**config.mk**
```make
export PLATFORM = sky130hd
export DESIGN_NAME = eew_row_writer
export DESIGN_NICKNAME = d
export VERILOG_FILES = /design/src/rtl/eew_pkg.sv /design/src/rtl/eew_addr_ptr.sv /design/src/rtl/eew_row_buf.sv /design/src/rtl/eew_busy_timer.sv /design/src/rtl/eew_row_writer.sv
export SDC_FILE = /design/constraint.sdc
export NUM_CORES = 1
export LEC_CHECK = 0
export ABC_AREA = 1
export BUFFER_PORTS_ARGS = -buffer_cell sky130_fd_sc_hd__clkbuf_2
export CORE_UTILIZATION = 45
export DETAILED_ROUTE_END_ITERATION = 7
export PLACE_DENSITY = 0.71
export SLEW_MARGIN = 20
export SYNTH_ARGS = -nofsm -noshare
export SYNTH_HDL_FRONTEND = slang
export SYNTH_SLANG_ARGS = --single-unit
```
**constraint.sdc**
```tcl
create_clock -name clk_i -period 7.82 [get_ports clk_i]
set_clock_uncertainty 0.15 [all_clocks]
set_input_delay 1.564 -clock clk_i [delete_from_list [all_inputs] [get_ports clk_i]]
set_output_delay 1.564 -clock clk_i [all_outputs]
set_load 0.03 [all_outputs]
```
**src/rtl/eew_pkg.sv**
```systemverilog
package eew_pkg;
   // Decoded action taken by the sequencer in a given cycle
   typedef enum logic [1:0] {
      EV_NONE = 2'd0,
      EV_ADDR = 2'd1,
      EV_DATA = 2'd2,
      EV_READ = 2'd3
   } evt_e;
endpackage

```
**src/rtl/eew_addr_ptr.sv**
```systemverilog
module eew_addr_ptr
   import eew_pkg::*;
#(
   parameter int COLS  = 6,
   parameter int ROW_W = 3,
   parameter int COL_W = 3
) (
   input  logic                   clk_i,
   input  logic                   rst_ni,
   input  evt_e                   ev_i,
   input  logic [ROW_W+COL_W-1:0] addr_i,
   output logic [ROW_W-1:0]       row_o,
   output logic [COL_W-1:0]       col_o
);
   localparam logic [COL_W-1:0] LAST_COL = COL_W'(COLS - 1);
   localparam logic [COL_W-1:0] NUM_COLS = COL_W'(COLS);

   logic [COL_W-1:0] req_col;
   logic [COL_W-1:0] load_col;

   assign req_col = addr_i[COL_W-1:0];

   // Column codes beyond the row width collapse to column 0
   generate
      if (COLS == (1 << COL_W)) begin : g_full_cols
         assign load_col = req_col;
      end else begin : g_part_cols
         assign load_col = (req_col < NUM_COLS) ? req_col : '0;
      end
   endgenerate

   always_ff @(posedge clk_i) begin
      if (!rst_ni) begin
         row_o <= '0;
         col_o <= '0;
      end else begin
         unique case (ev_i)
            EV_ADDR: begin
               row_o <= addr_i[ROW_W+COL_W-1:COL_W];
               col_o <= load_col;
            end
            EV_DATA, EV_READ: col_o <= (col_o == LAST_COL) ? '0 : col_o + 1'b1;
            default: ;
         endcase
      end
   end
endmodule

```
**src/rtl/eew_row_buf.sv**
```systemverilog
module eew_row_buf #(
   parameter int COLS   = 6,
   parameter int COL_W  = 3,
   parameter int DATA_W = 8
) (
   input  logic              clk_i,
   input  logic              rst_ni,
   input  logic              clear_i,
   input  logic              wr_i,
   input  logic [COL_W-1:0]  col_i,
   input  logic [DATA_W-1:0] data_i,
   output logic [DATA_W-1:0] slot_o [COLS],
   output logic [COLS-1:0]   mask_o
);
   generate
      for (genvar c = 0; c < COLS; c++) begin : g_slot
         always_ff @(posedge clk_i) begin
            if (!rst_ni) begin
               slot_o[c] <= '0;
               mask_o[c] <= 1'b0;
            end else if (clear_i) begin
               mask_o[c] <= 1'b0;
            end else if (wr_i && (col_i == COL_W'(c))) begin
               slot_o[c] <= data_i;
               mask_o[c] <= 1'b1;
            end
         end
      end
   endgenerate
endmodule

```
**src/rtl/eew_busy_timer.sv**
```systemverilog
module eew_busy_timer #(
   parameter int BUSY_CYCLES = 16
) (
   input  logic clk_i,
   input  logic rst_ni,
   input  logic load_i,
   output logic busy_o
);
   localparam int CNT_W = $clog2(BUSY_CYCLES + 1);

   logic [CNT_W-1:0] cnt_q;

   always_ff @(posedge clk_i) begin
      if (!rst_ni) cnt_q <= '0;
      else if (load_i) cnt_q <= CNT_W'(BUSY_CYCLES);
      else if (cnt_q != '0) cnt_q <= cnt_q - 1'b1;
   end

   assign busy_o = (cnt_q != '0);
endmodule

```
**src/rtl/eew_row_writer.sv**
```systemverilog
module eew_row_writer
   import eew_pkg::*;
#(
   parameter int ROWS        = 8,
   parameter int COLS        = 6,
   parameter int DATA_W      = 8,
   parameter int BUSY_CYCLES = 16,
   parameter int ROW_W       = $clog2(ROWS),
   parameter int COL_W       = $clog2(COLS)
) (
   input  logic                   clk_i,
   input  logic                   rst_ni,
   input  logic                   start_i,
   input  logic                   stop_i,
   input  logic                   addr_vld_i,
   input  logic [ROW_W+COL_W-1:0] addr_i,
   input  logic                   data_vld_i,
   input  logic [DATA_W-1:0]      data_i,
   input  logic                   prog_en_i,
   input  logic                   rd_i,
   output logic [DATA_W-1:0]      rd_data_o,
   output logic                   busy_o,
   output logic                   hold_scl_o,
   output logic [ROW_W-1:0]       ptr_row_o,
   output logic [COL_W-1:0]       ptr_col_o
);
   localparam logic [COL_W-1:0] LAST_COL = COL_W'(COLS - 1);

   // Elaboration-time parameter checks
   if (COLS < 2) begin : g_chk_cols
      $error("eew_row_writer: COLS must be at least 2");
   end
   if (ROWS != (1 << ROW_W)) begin : g_chk_rows
      $error("eew_row_writer: ROWS must be a power of two");
   end
   if (BUSY_CYCLES < 1) begin : g_chk_busy
      $error("eew_row_writer: BUSY_CYCLES must be at least 1");
   end
   if (DATA_W < 1) begin : g_chk_dw
      $error("eew_row_writer: DATA_W must be positive");
   end

   evt_e             ev;
   logic             commit;
   logic             xfer_q;
   logic [DATA_W-1:0] mem_q  [ROWS][COLS];
   logic [DATA_W-1:0] slot   [COLS];
   logic [DATA_W-1:0] merged [COLS];
   logic [COLS-1:0]  mask;
   logic [DATA_W-1:0] rd_q;

   // Busy gates all array traffic; address outranks data, data outranks read
   always_comb begin
      ev = EV_NONE;
      if (!busy_o) begin
         if (addr_vld_i) ev = EV_ADDR;
         else if (data_vld_i) ev = prog_en_i ? EV_DATA : EV_NONE;
         else if (rd_i) ev = EV_READ;
      end
   end

   assign commit = (ev == EV_DATA) && (ptr_col_o == LAST_COL);

   eew_addr_ptr #(.COLS(COLS), .ROW_W(ROW_W), .COL_W(COL_W)) u_ptr (
      .clk_i  (clk_i),
      .rst_ni (rst_ni),
      .ev_i   (ev),
      .addr_i (addr_i),
      .row_o  (ptr_row_o),
      .col_o  (ptr_col_o)
   );

   eew_row_buf #(.COLS(COLS), .COL_W(COL_W), .DATA_W(DATA_W)) u_buf (
      .clk_i   (clk_i),
      .rst_ni  (rst_ni),
      .clear_i (stop_i || commit || (ev == EV_ADDR)),
      .wr_i    (ev == EV_DATA),
      .col_i   (ptr_col_o),
      .data_i  (data_i),
      .slot_o  (slot),
      .mask_o  (mask)
   );

   eew_busy_timer #(.BUSY_CYCLES(BUSY_CYCLES)) u_timer (
      .clk_i  (clk_i),
      .rst_ni (rst_ni),
      .load_i (commit),
      .busy_o (busy_o)
   );

   // Row image to commit: new byte, else staged byte, else current content
   generate
      for (genvar c = 0; c < COLS; c++) begin : g_merge
         always_comb begin
            if (c == COLS - 1) merged[c] = data_i;
            else if (mask[c]) merged[c] = slot[c];
            else merged[c] = mem_q[ptr_row_o][c];
         end
      end
   endgenerate

   always_ff @(posedge clk_i) begin
      if (!rst_ni) begin
         for (int r = 0; r < ROWS; r++) begin
            for (int c = 0; c < COLS; c++) mem_q[r][c] <= '0;
         end
      end else if (commit) begin
         for (int c = 0; c < COLS; c++) mem_q[ptr_row_o][c] <= merged[c];
      end
   end

   always_ff @(posedge clk_i) begin
      if (!rst_ni) rd_q <= '0;
      else if (!busy_o) rd_q <= mem_q[ptr_row_o][ptr_col_o];
   end

   always_ff @(posedge clk_i) begin
      if (!rst_ni) xfer_q <= 1'b0;
      else if (stop_i) xfer_q <= 1'b0;
      else if (start_i) xfer_q <= 1'b1;
   end

   assign rd_data_o  = rd_q;
   assign hold_scl_o = busy_o && xfer_q;
endmodule

```
### After elaboration in Yosys (flattened, before gate mapping)

Memory sizes are Yosys's and may differ from the RTL's. A register that Yosys moved wholly into a read port is not among the register bits.
Index checks and enable logic that the tools add are counted.

| word-level totals | value |
|---|---|
| register bits | 65 |
| bits in writable memories | 384 |
| input bits | 22 |
| output and inout bits | 16 |
| logic and storage cells | 82 |
| memories kept | 1 |

Memories:

| name | depth | width | rd ports | clocked after Yosys merged registers in | write ports | line | text |
|---|---|---|---|---|---|---|---|
| mem_q | 8 | 48 | 1 | 1 | 8 | eew_row_writer.sv:46 | `logic [DATA_W-1:0] mem_q [ROWS][COLS];` |

| cells by class | value |
|---|---|
| add/sub/neg operators | 2 |
| $lt $le $gt $ge | 2 |
| equal/unequal tests | 8 |
| muxes and demuxes | 27 |
| bitwise gates (word level) | 3 |
| reductions and logical operators | 23 |

Operators with widths:

| operator | count |
|---|---|
| 8-bit 2-to-1 mux | 7 |
| 48-bit 2-to-1 mux | 1 |
| 48-bit OR reduction | 1 |
| 8-bit binary-select mux with 3-bit select | 1 |
| 3-bit 2-to-1 mux | 5 |
| 2-bit 2-to-1 mux | 5 |
| 5-bit 2-to-1 mux | 2 |
| 2-bit AND reduction | 5 |
| 2-bit OR reduction | 4 |
| 1-bit logical AND | 7 |
| 3-bit by 2-bit == test with 1-bit output (second input constant) | 2 |
| 3-bit == test (second input constant) | 2 |
| 3-bit case mux with 2 select lines | 1 |
| 1-bit 2-to-1 mux | 5 |
| 5-bit nonzero test | 1 |
| 5-bit by 1-bit subtractor with 5-bit output (second input constant) | 1 |
| 2-bit == test (second input constant) | 2 |
| 4-bit >= comparator (second input constant) | 1 |
| 3-bit NOT with 4-bit output | 1 |
| 2-bit nonzero test | 2 |
| 3-bit by 1-bit adder with 3-bit output (second input constant) | 1 |
| 3-bit by 1-bit == test with 1-bit output (second input constant) | 1 |
| 3-bit logical NOT | 1 |
| 3-bit less-than comparator (second input constant) | 1 |
| 3 further kinds | 5 |

### Longest topological paths before layout

Gate-level depths: netlist (run 1).

| logic depth | value |
|---|---|
| depth in word-level cells | 11 |
| gate-level depth with buffers | 13 |
| gate-level depth less buffers | 12 |

### Modules after synthesis

From an unflattened synthesis (run 1), not the netlist that was laid out.

| second synthesis, totals | value |
|---|---|
| cell total of the unflattened synthesis | 2637 |
| area, all modules | 22515.3 µm² |

By module, submodules not included:

| module | times used | cells each | area each (µm²) | sequential area each (µm²) |
|---|---|---|---|---|
| eew_row_writer | 1 | 2174 | 19551.3 | 11711.2 |
| eew_row_buf | 1 | 383 | 2423.6 | 1081.0 |
| eew_addr_ptr | 1 | 46 | 292.8 | 120.1 |
| eew_busy_timer | 1 | 34 | 247.7 | 100.1 |

### Least setup slack after synthesis (run 1)

Ideal clock, no wire load.

| path | value |
|---|---|
| path type | input to register |
| start | input data_vld_i |
| end | memory mem_q[1][0] in the netlist's numbering (enable) |
| setup time | 407 ps |
| arrival | 3923 ps |
| data required time | 7263 ps |
| slack | 3340 ps |
| cell stages on the path | 11 |
| path buffers | 2 |
| path through | inv_2 > nand2_2 > nand2_1 > nand2_1 > nor2_4 > nand4_4 > nor3b_4 > nand2_1 > buf_2 > buf_6 > nand2_1 |

RTL lines:

| item | line | text |
|---|---|---|
| from (decl) | eew_row_writer.sv:17 | `input logic data_vld_i,` |
| to (decl) | eew_row_writer.sv:46 |  |

==> reports/metrics.yaml, run 1 <==
outcome:
  status: "finished, final reports clean"
timing:
  finalCritPeriodShare: 0.6920
  slew_viol_final: 0
  slew_headroom: 0.2710
  grt_setup_unrepaired: "false"
  timing.fmax_mhz: 184.8
  final_hold_viol_count: 0
  tns_ns: 0
  worst_pin_slew_ns: 1.092
  finalSetupViolCount: 0
  fin_crit_ns: 5.412
floorplan:
  start_util: 0.4568
  dieWidth_um: 216.9
  fp.dieArea_um2: 47030
  rows: 78
  dieHeight_um: 216.9
  core_um2: 45480
  io_pins: 38
global_route:
  grt_pass1_vias: 15720
  grt_max_degree: 73
  antenna_found_initial: 0
  grt_overflow: 0
  track_usage: 0.2514
  grt_pass1_wl_um: 90300
cts:
  clockBufferDepth: 3
  cts_inserted_buffers: 47
  clkTransAtPathRegs_ns: 0.06
  cts_tree: "built"
  cts_setup_buffers: 0
  h-tree-depth: 2
  cts-hold-fix-buffers: 0
  root_buffer: "clkbuf_16"
  cts_resized: 0
  clk_latency_ns: 0.60
  cts.sinks: 452
route:
  drt_first_pass_iters: 6
  viasPerCell: 5.544
  wl_per_cell_um: 19.70
  drc_errors: 0
  vias: 16560
  drt_iter0_drc: 2050
  drt-total-wl_um: 58810
  antenna_left: 0
setup_path:
  r2r_start: "u_timer.cnt_q[0]"
  crit_type: "input port to flip-flop"
  crit_required_ns: 7.88
  critPathArrivalTime_ns: 5.47
  reg2reg_to: "mem_q[2][37]"
  reg2reg_depth: 10
  crit_chain: "clkbuf_2 -> clkinv_1 -> nor3_2 -> nand2_2 -> buf_4 -> nand2_2 -> buf_4"
  crit_path_start_kind: "input port"
  worstPathMaxFanout: 49
  endpoint_kind: "flip-flop"
  slowest_stage: "clkinv_1"
  ff2ff_setup_slack_ns: 4.10
  critPathMaxStageDelay_ns: 1.08
synthesis:
  yosysWarnings: 0
  synth_cell_types: 32
  yosysSeqAreaShare: 0.6205
  synth_compound_area_frac: 0.03505
  synth_edf_count: 384
  synth_xor_area_frac: 0.0004216
  synth_top_family_by_area: "simple AND/OR/NAND/NOR gates"
  synth_fa_ha_area_frac: 0.001204
  syn_nets: 2394
  muxShareOfSynthArea: 0
  postSynthCellCount: 2370
  yosys.area_share.simple: 0.2820
  netlist_area_um2: 20780
  ys_async_sr_fraction: 0
  ys_ff_latch: 452
  syn_avg_cell_area_um2: 8.766
  synthFlopType: "edfxtp_1"
power_and_ir_drop:
  p_leak_nw: 9.681
  ir_worst_vdd_uv: 219.4
  power_per_cell_area_nw_per_um2: 337.1
hold_path:
  hold_end: "u_buf.slot_o[14]"
  hold_path_class: "flip-flop to flip-flop"
  min_path_cells: 2
  hold_start: "u_buf.slot_o[14]"
finish:
  diodes: 0
  drive_gt1_frac: 0.07418
  finish.utilization: 0.5041
  fin_nets: 2372
  layout_commonest_cell: "nand2_1"
  most-common-layout-cells: "655 x nand2_1, 492 x nor2_1, 384 x edfxtp_1"
  finalInstanceArea_um2: 22930
  syn2layout_area_growth_pct: 10.35
  layout.cells.non_filler: 2986
placement:
  gp_congestion: 0.8893
  post_dp_cell_area_um2: 21430
  place_hpwl_um: 33850
  dp.cells: 2899
  io_buffers: 37
job:
  maxCapViolCount: 0
[flip-flops by register name (all words and copies together) (netlist names), named ones only]
name / flops
mem_q: 384
u_buf.slot_o: 40
rd_data_o: 8
u_buf.mask_o: 5
u_timer.cnt_q: 5
u_ptr.col_o: 3
u_ptr.row_o: 3
xfer_q: 1
[synthesized netlist by cell type, types with 17 or more instances]
library cell,count,area [um^2]
o21ai_0,53,265.3
a21oi_1,34,170.2
buf_1,19,71.32
nand3_1,242,1211
dfxtp_1,68,1361
edfxtp_1,384,11530
nand2_1,668,2507
nor2_1,493,1851
inv_1,184,690.7
o21ai_1,40,200.2
buf_2,17,85.08
nor3_1,19,95.09
clkbuf_1,98,367.9
[per-stage QoR]
stage	hold slack (ns)	power [mW]	setup WS (ns)
2_1_floorplan	0.2911	4.627	3.340
3_3_place_gp	0.3018	5.458	2.494
3_5_place_dp	0.3076	5.496	2.387
4_1_cts	0.3159	7.684	2.963
5_1_grt	0.3309	8.109	2.226
6_report	0.3197	7.727	2.408
[how the worst max path moves through the flow]
stage                          start           end  slack (ns)  cells after the start
final                         rst_ni  mem_q[2][37]        2.41                      7
after global routing          rst_ni  mem_q[2][33]        2.23                      7
after CTS                     rst_ni  mem_q[2][24]        2.96                      7
after floorplan           data_vld_i   mem_q[1][0]        3.34                     11
after detailed placement      rst_ni  mem_q[2][33]        2.39                      7
after global placement        rst_ni  mem_q[2][33]        2.49                      7
[metal layers]
metal | track usage | part of all wire | vias up
met3 | 0.04948 | 0.11 | 171
met1 | 0.3392 | 0.40 | 7777
met2 | 0.3928 | 0.45 | 981
met4 | 0.1138 | 0.044 | 0
li1 | - | - | 7626
met5 | 0 | 0 | -
[where the power goes]
group / switching, mW / total, mW / internal (mW)
clock: 0.941 / 2.21 / 1.27
sequential: 0.160 / 2.88 / 2.72
combinational: 2.02 / 2.64 / 0.613
total: 3.12 / 7.73 / 4.60
[cells by family after synthesis]
family	count (synthesis)
xor gates and xnor gates	1
AOI/OAI and AO/OA	140
and+or+nand+nor	1446
buffers and inverters	329
adders and majority gates	2
DFF	452
[final cells by class]
class	count	area [um^2]
fill	4096	22550
sequential	452	12900
multi-input combinational	1589	6655
clock buffer	68	1318
tap	600	750.7
inverter	194	730.7
timing repair buffer	64	387.9
clock inverter	19	182.7
[critical path: cells and delay by family]
kind          cells  cell delay [ns]
buf+inv           4             2.66
simple gates      3             1.19
No activity file was read; power rests on OpenSTA's default activity.
==> inputs of run 2 (changes only) <==
==> constraint.sdc (replaced) <==
create_clock -name clk_i -period 5.07 [get_ports clk_i]
set_clock_uncertainty 0.15 [all_clocks]
set_input_delay 1.014 -clock clk_i [delete_from_list [all_inputs] [get_ports clk_i]]
set_output_delay 1.014 -clock clk_i [all_outputs]
set_load 0.03 [all_outputs]
==> run 2 against run 1 <==
  * Global-route usage decreased by 0.29 points
  * Clock power increased by 44%
  * Critical endpoint is now mem_q[7][19]
  * Largest cell class unchanged
  * Sequential cell count unchanged
  * First-iteration DRC count decreased by 8.9%
  * Non-clock buffer count increased by 9
  * Sequential power increased by 53%
==> reports/metrics.yaml, run 2 (synthesis gave the netlist of run 1 again) <==
power_and_ir_drop:
  power.total_mw: 11.74  # was 7.727 mW
  ir_worst_vdd_uv: 264.8  # was 219.4 uV
  p_leak_nw: 9.736  # was 9.681 nW
  power_per_cell_area_nw_per_um2: 510.0  # was 337.1 nW/um^2
floorplan:
  rows: 78  # unchanged
  core_um2: 45480  # unchanged
  dieWidth_um: 216.9  # unchanged
  fp.dieArea_um2: 47030  # unchanged
  io_pins: 38  # unchanged
  start_util: 0.4568  # unchanged
  dieHeight_um: 216.9  # unchanged
finish:
  nFillCells: 4134  # was 4096
  layout_commonest_cell: "nand2_1"  # unchanged
  largest_register: "mem_q"  # unchanged
  diodes: 0  # unchanged
  seqCellArea_um2: 12900  # unchanged
  fin_nets: 2381  # was 2372
  multi_input_area_um2: 6655  # unchanged
  most-common-layout-cells: "655 x nand2_1, 492 x nor2_1, 384 x edfxtp_1"  # unchanged
  syn2layout_area_growth_pct: 10.79  # was 10.35%
  drive_gt1_frac: 0.07683  # was 0.07418
  largest_register_ffs: 384  # unchanged
route:
  drc_errors: 0  # unchanged
  antenna_left: 0  # unchanged
  vias: 16460  # was 16.56k
  drt-total-wl_um: 58140  # was 58810 um
  wl_per_cell_um: 19.41  # was 19.70 um
  viasPerCell: 5.497  # was 5.544
  drt_first_pass_iters: 5  # was 6
  drt_iter0_drc: 1868  # was 2050
timing:
  finalCritPeriodShare: 0.6599
  timing.fmax_mhz: 298.9
  worst_pin_slew_ns: 0.9246  # was 1.092 ns
  final_hold_viol_count: 0  # unchanged
  slew_headroom: 0.3827  # was 0.2710
  slew_viol_final: 0  # unchanged
  tns_ns: 0  # unchanged
  grt_setup_unrepaired: "false"  # unchanged
  finalSetupViolCount: 0  # unchanged
  fin_crit_ns: 3.345
cts:
  cts_setup_buffers: 0  # unchanged
  cts.sinks: 452  # unchanged
  clk_latency_ns: 0.59  # was 0.60 ns
  cts_inserted_buffers: 47  # unchanged
  cts_tree: "built"  # unchanged
  cts_resized: 0  # unchanged
  root_buffer: "clkbuf_16"  # unchanged
  clockBufferDepth: 3  # unchanged
  clkTransAtPathRegs_ns: 0.06  # about the same
  cts-hold-fix-buffers: 0  # unchanged
  h-tree-depth: 2  # unchanged
setup_path:
  critPathMaxStageDelay_ns: 0.84  # was 1.08 ns
  ff2ff_setup_slack_ns: 1.72  # was 4.10 ns
  crit_path_start_kind: "flip-flop"  # was input port
  critPathArrivalTime_ns: 3.49  # was 5.47 ns
  crit_chain: "inv_2 -> buf_4 -> o211ai_1 -> nand3_1 -> nand2_1 -> nand2_1 -> o21ai_1 -> nor2_1"  # was clkbuf_2 -> clkinv_1 -> nor3_2 -> nand2_2 -> buf_4 -> nand2_2 -> buf_4
  worstPathMaxFanout: 50  # was 49
  endpoint_kind: "flip-flop"  # unchanged
  path_delay_family: "buffers and inverters"  # unchanged
  reg2reg_depth: 8  # was 10
  crit_required_ns: 5.22  # was 7.88 ns
  slowest_stage: "dfxtp_4"  # was clkinv_1
  crit_buf_inv: 2  # was 4
  reg2reg_to: "mem_q[7][19]"  # was mem_q[2][37]
  crit_type: "flip-flop to flip-flop"  # was input port to flip-flop
  cpMostUsedCell: "nand2_1"
global_route:
  grt_pass1_wl_um: 89290  # was 90300 um
  track_usage: 0.2485  # was 0.2514
  grt_max_degree: 66  # was 73
  grt_pass1_vias: 15630  # was 15.72k
  grt_overflow: 0  # unchanged
  antenna_found_initial: 1  # was 0
outcome:
  status: "finished, final reports clean"  # unchanged
hold_path:
  hold_end: "u_buf.slot_o[12]"  # was u_buf.slot_o[14]
  hold_start: "u_buf.slot_o[12]"  # was u_buf.slot_o[14]
  hold_path_class: "flip-flop to flip-flop"  # unchanged
  min_path_cells: 2  # unchanged
placement:
  place_hpwl_um: 33810  # was 33850 um
  gp_congestion: 0.9091  # was 0.8893
  io_buffers: 37  # unchanged
job:
  maxCapViolCount: 0  # unchanged
==> run 2: cell types whose count changed in the layout (fill, tap and decap cells not counted), sizes merged <==
cell | previous run | this run
bufinv | 3 | 0
inv | 193 | 196
buf | 27 | 36
clkbuf | 105 | 111
clkinvlp | 2 | 0
clkinv | 15 | 11
==> run 2: worst min-delay path: cells and delay by family, from the launching register on <==
kind | cells | cell delay (ns)
AO/OA/AOI/OAI | 1 | 0.05
flip-flops | 1 | 0.31
AND/OR/NAND/NOR | 1 | 0.06
==> run 2: layer usage <==
layer	global-route usage	wire, um
met1	0.3343	23130
met2	0.4024	26820
met3	0.03522	5924
met4	0.1070	2263
met5	0	0
==> run 2: per-stage QoR <==
stage / instances / area [um^2] / hold WS [ns] / util / worst slack (ns)
floorplan: 2370 / 20780 / 0.2911 / - / 1.140
global placement: 2908 / 21630 / 0.3014 / 0.4756 / 1.311
detailed placement: 2908 / 21630 / 0.3059 / 0.4756 / 1.291
CTS: 2995 / 23020 / 0.3147 / 0.5061 / 1.764
global route: 2995 / 23020 / 0.3340 / 0.5061 / 1.660
finish: 2995 / 23020 / 0.3136 / 0.5061 / 1.725
==> run 2: where the power goes <==
part	switching (mW)	internal (mW)
Combinational	3.15	1.00
Clock	1.42	1.77
Sequential	0.206	4.19
==> run 2: how the worst max path moves through the flow <==
stage / slack (ns) / depth (start not counted) / endpoint / startpoint
floorplan: 1.14 / 11 / mem_q[1][0] / data_vld_i
global placement: 1.31 / 12 / mem_q[5][45] / data_vld_i
detailed placement: 1.29 / 12 / mem_q[5][45] / data_vld_i
CTS: 1.76 / 8 / mem_q[7][19] / flip-flop
global route: 1.66 / 8 / mem_q[5][19] / flip-flop
finish: 1.72 / 8 / mem_q[7][19] / flip-flop
==> run 2: area by class of cell <==
type | instances | area share
clock buffers | 74 | 0.05681
multi-input cells | 1589 | 0.2891
flip-flops and latches | 452 | 0.5605
repair buffers | 73 | 0.02577
clock inverters | 13 | 0.003425
well taps | 600 | 0.03262
inverters | 194 | 0.03175
==> inputs of run 3 (changes only) <==
==> constraint.sdc (replaced) <==
create_clock -name clk_i -period 3.4 [get_ports clk_i]
set_clock_uncertainty 0.15 [all_clocks]
set_input_delay 0.68 -clock clk_i [delete_from_list [all_inputs] [get_ports clk_i]]
set_output_delay 0.68 -clock clk_i [all_outputs]
set_load 0.03 [all_outputs]
==> run 3 against run 2 <==
  * Worst setup slack got worse by 1.2 ns
  * Non-clock buffer count increased by 12
  * Sequential cell count is the same
  * Power increased by 53%
  * Worst hold slack got worse by 0.16 ns
  * Sequential share of layout area shrank 0.46 points
  * First-iteration DRC count fell by 5.4%
  * Clock power is 60% higher
  * Cell count grew 0.43%
  * Maximum frequency rose by 15%
  * Register-to-register slack got worse by 1.2 ns
  * Critical path type unchanged
==> reports/metrics.yaml, run 3 (synthesis gave the netlist of run 1 again) <==
outcome:
  status: "finished, final reports clean"  # unchanged
global_route:
  grt_pass1_vias: 15920  # was 15.63k
  track_usage: 0.2477  # was 0.2485
  antenna_found_initial: 0  # was 1
  grt_max_degree: 129  # was 66
  grt_overflow: 0  # unchanged
  grt_pass1_wl_um: 89290  # unchanged
finish:
  diodes: 0  # unchanged
  layout_commonest_cell: "nand2_1"  # unchanged
  largest_register_ffs: 384  # unchanged
  most-common-layout-cells: "655 x nand2_1, 492 x nor2_1, 384 x edfxtp_1"  # unchanged
  drive_gt1_frac: 0.08306  # was 0.07683
  largest_register: "mem_q"  # unchanged
  fin_nets: 2393  # was 2381
  syn2layout_area_growth_pct: 11.71  # was 10.79%
cts:
  root_buffer: "clkbuf_16"  # unchanged
  cts_resized: 0  # unchanged
  h-tree-depth: 2  # unchanged
  cts_setup_buffers: 0  # unchanged
  clk_latency_ns: 0.59  # about the same
  cts_inserted_buffers: 47  # unchanged
  cts-hold-fix-buffers: 0  # unchanged
  cts.sinks: 452  # unchanged
  clkTransAtPathRegs_ns: 0.06  # about the same
  cts_tree: "built"  # unchanged
  clockBufferDepth: 3  # unchanged
route:
  drt-total-wl_um: 57970  # was 58140 um
  antenna_left: 0  # unchanged
  drc_errors: 0  # unchanged
  wl_per_cell_um: 19.27  # was 19.41 um
  drt_first_pass_iters: 7  # was 5
  drt_iter0_drc: 1767  # was 1868
  viasPerCell: 5.482  # was 5.497
  vias: 16490  # was 16.46k
job:
  maxCapViolCount: 0  # unchanged
timing:
  finalSetupViolCount: 0  # unchanged
  finalCritPeriodShare: 0.8524  # was 0.6599
  grt_setup_unrepaired: "false"  # unchanged
  timing.fmax_mhz: 345.0  # was 298.9 MHz
  slew_viol_final: 0  # unchanged
  tns_ns: 0  # unchanged
  worst_pin_slew_ns: 0.9036  # was 0.9246 ns
  slew_headroom: 0.3935  # was 0.3827
  final_hold_viol_count: 0  # unchanged
  fin_crit_ns: 2.898  # was 3.345 ns
hold_path:
  min_path_cells: 2  # unchanged
  hold_path_class: "input port to flip-flop"  # was flip-flop to flip-flop
floorplan:
  dieWidth_um: 216.9  # unchanged
  start_util: 0.4568  # unchanged
  dieHeight_um: 216.9  # unchanged
  rows: 78  # unchanged
  io_pins: 38  # unchanged
  core_um2: 45480  # unchanged
  fp.dieArea_um2: 47030  # unchanged
setup_path:
  crit_buf_inv: 2  # unchanged
  worstPathMaxFanout: 48  # was 50
  crit_type: "flip-flop to flip-flop"  # unchanged
  crit_required_ns: 3.55  # was 5.22 ns
  slowest_stage: "o21ai_1"  # was dfxtp_4
  critPathMaxStageDelay_ns: 0.47  # was 0.84 ns
  endpoint_kind: "flip-flop"  # unchanged
  critPathArrivalTime_ns: 3.05  # was 3.49 ns
  crit_path_start_kind: "flip-flop"  # unchanged
  cpMostUsedCell: "nand2_1"  # unchanged
  crit_chain: "inv_4 -> buf_4 -> nand2_1 -> nand3_1 -> nand3_1 -> nand2_1 -> nand2_1 -> o21ai_1 -> nor2_1"  # was inv_2 -> buf_4 -> o211ai_1 -> nand3_1 -> nand2_1 -> nand2_1 -> o21ai_1 -> nor2_1
  path_delay_family: "buffers and inverters"  # unchanged
  cp.depth: 9  # was 8
  reg2reg_depth: 9  # was 8
placement:
  gp_congestion: 0.8530  # was 0.9091
  io_buffers: 37  # unchanged
  place_hpwl_um: 33670  # was 33810 um
power_and_ir_drop:
  ir_worst_vdd_uv: 418.9  # was 264.8 uV
  p_leak_nw: 9.847  # was 9.736 nW
  power.total_mw: 17.98  # was 11.74 mW
  power_per_cell_area_nw_per_um2: 774.5  # was 510.0 nW/um^2
[run 3: changes by cell type in the layout (fill, tap and decap cells not counted), sizes merged]
cell / change
clkinv: +5
clkbuf: -7
buf: +12
bufinv: +3
[run 3: per-layer routing]
metal  track usage  vias up  routed length (um)
li1              -     7667                   -
met3       0.03522      106                5837
met1        0.3314     7843               23260
met4       0.09131        0                1669
met5             0        -                   0
met2        0.4101      874               27200
[run 3: path summary, 6_finish.rpt]
path | endpoint | slack [ns] | start
hold reg to reg | rd_data_o[1] | 0.32 | rd_data_o[1]
setup / recovery | mem_q[1][44] | 0.50 | flip-flop
setup reg to reg | mem_q[1][44] | 0.50 | flip-flop
hold / removal | xfer_q | 0.15 | stop_i
[run 3: worst register-to-register path: cells and delay by family (launching register included)]
kind | cells | cell delay, ns
buffers and inverters | 2 | 0.87
and+or+nand+nor | 6 | 0.66
AOI/OAI and AO/OA | 1 | 0.47
DFF | 1 | 0.45
[run 3: final cells by class]
type / instances / area, um^2
sequential: 452 / 12900
clock buffer: 67 / 1333
fill: 4146 / 22270
multi-input combinational: 1589 / 6655
inverter: 194 / 730.7
timing repair buffer: 85 / 658.1
clock inverter: 21 / 180.2
tap: 600 / 750.7
[run 3: power breakdown]
part	internal, mW	switching, mW
clock	2.95	2.14
sequential	6.25	0.201
combinational	1.56	4.87
[run 3: through the flow]
step	cell area (um^2)	std cells	hold slack (ns)	util	worst slack, ns
CTS	23210	3008	0.1336	0.5103	0.4816
global route	23210	3008	0.1713	0.5103	0.3670
finish	23210	3008	0.1527	0.5103	0.5018
global placement	21700	2920	0.3021	0.4771	0.3909
floorplan	20800	2370	0.2911	-	0.2707
detailed placement	21700	2920	0.3077	0.4771	0.3560
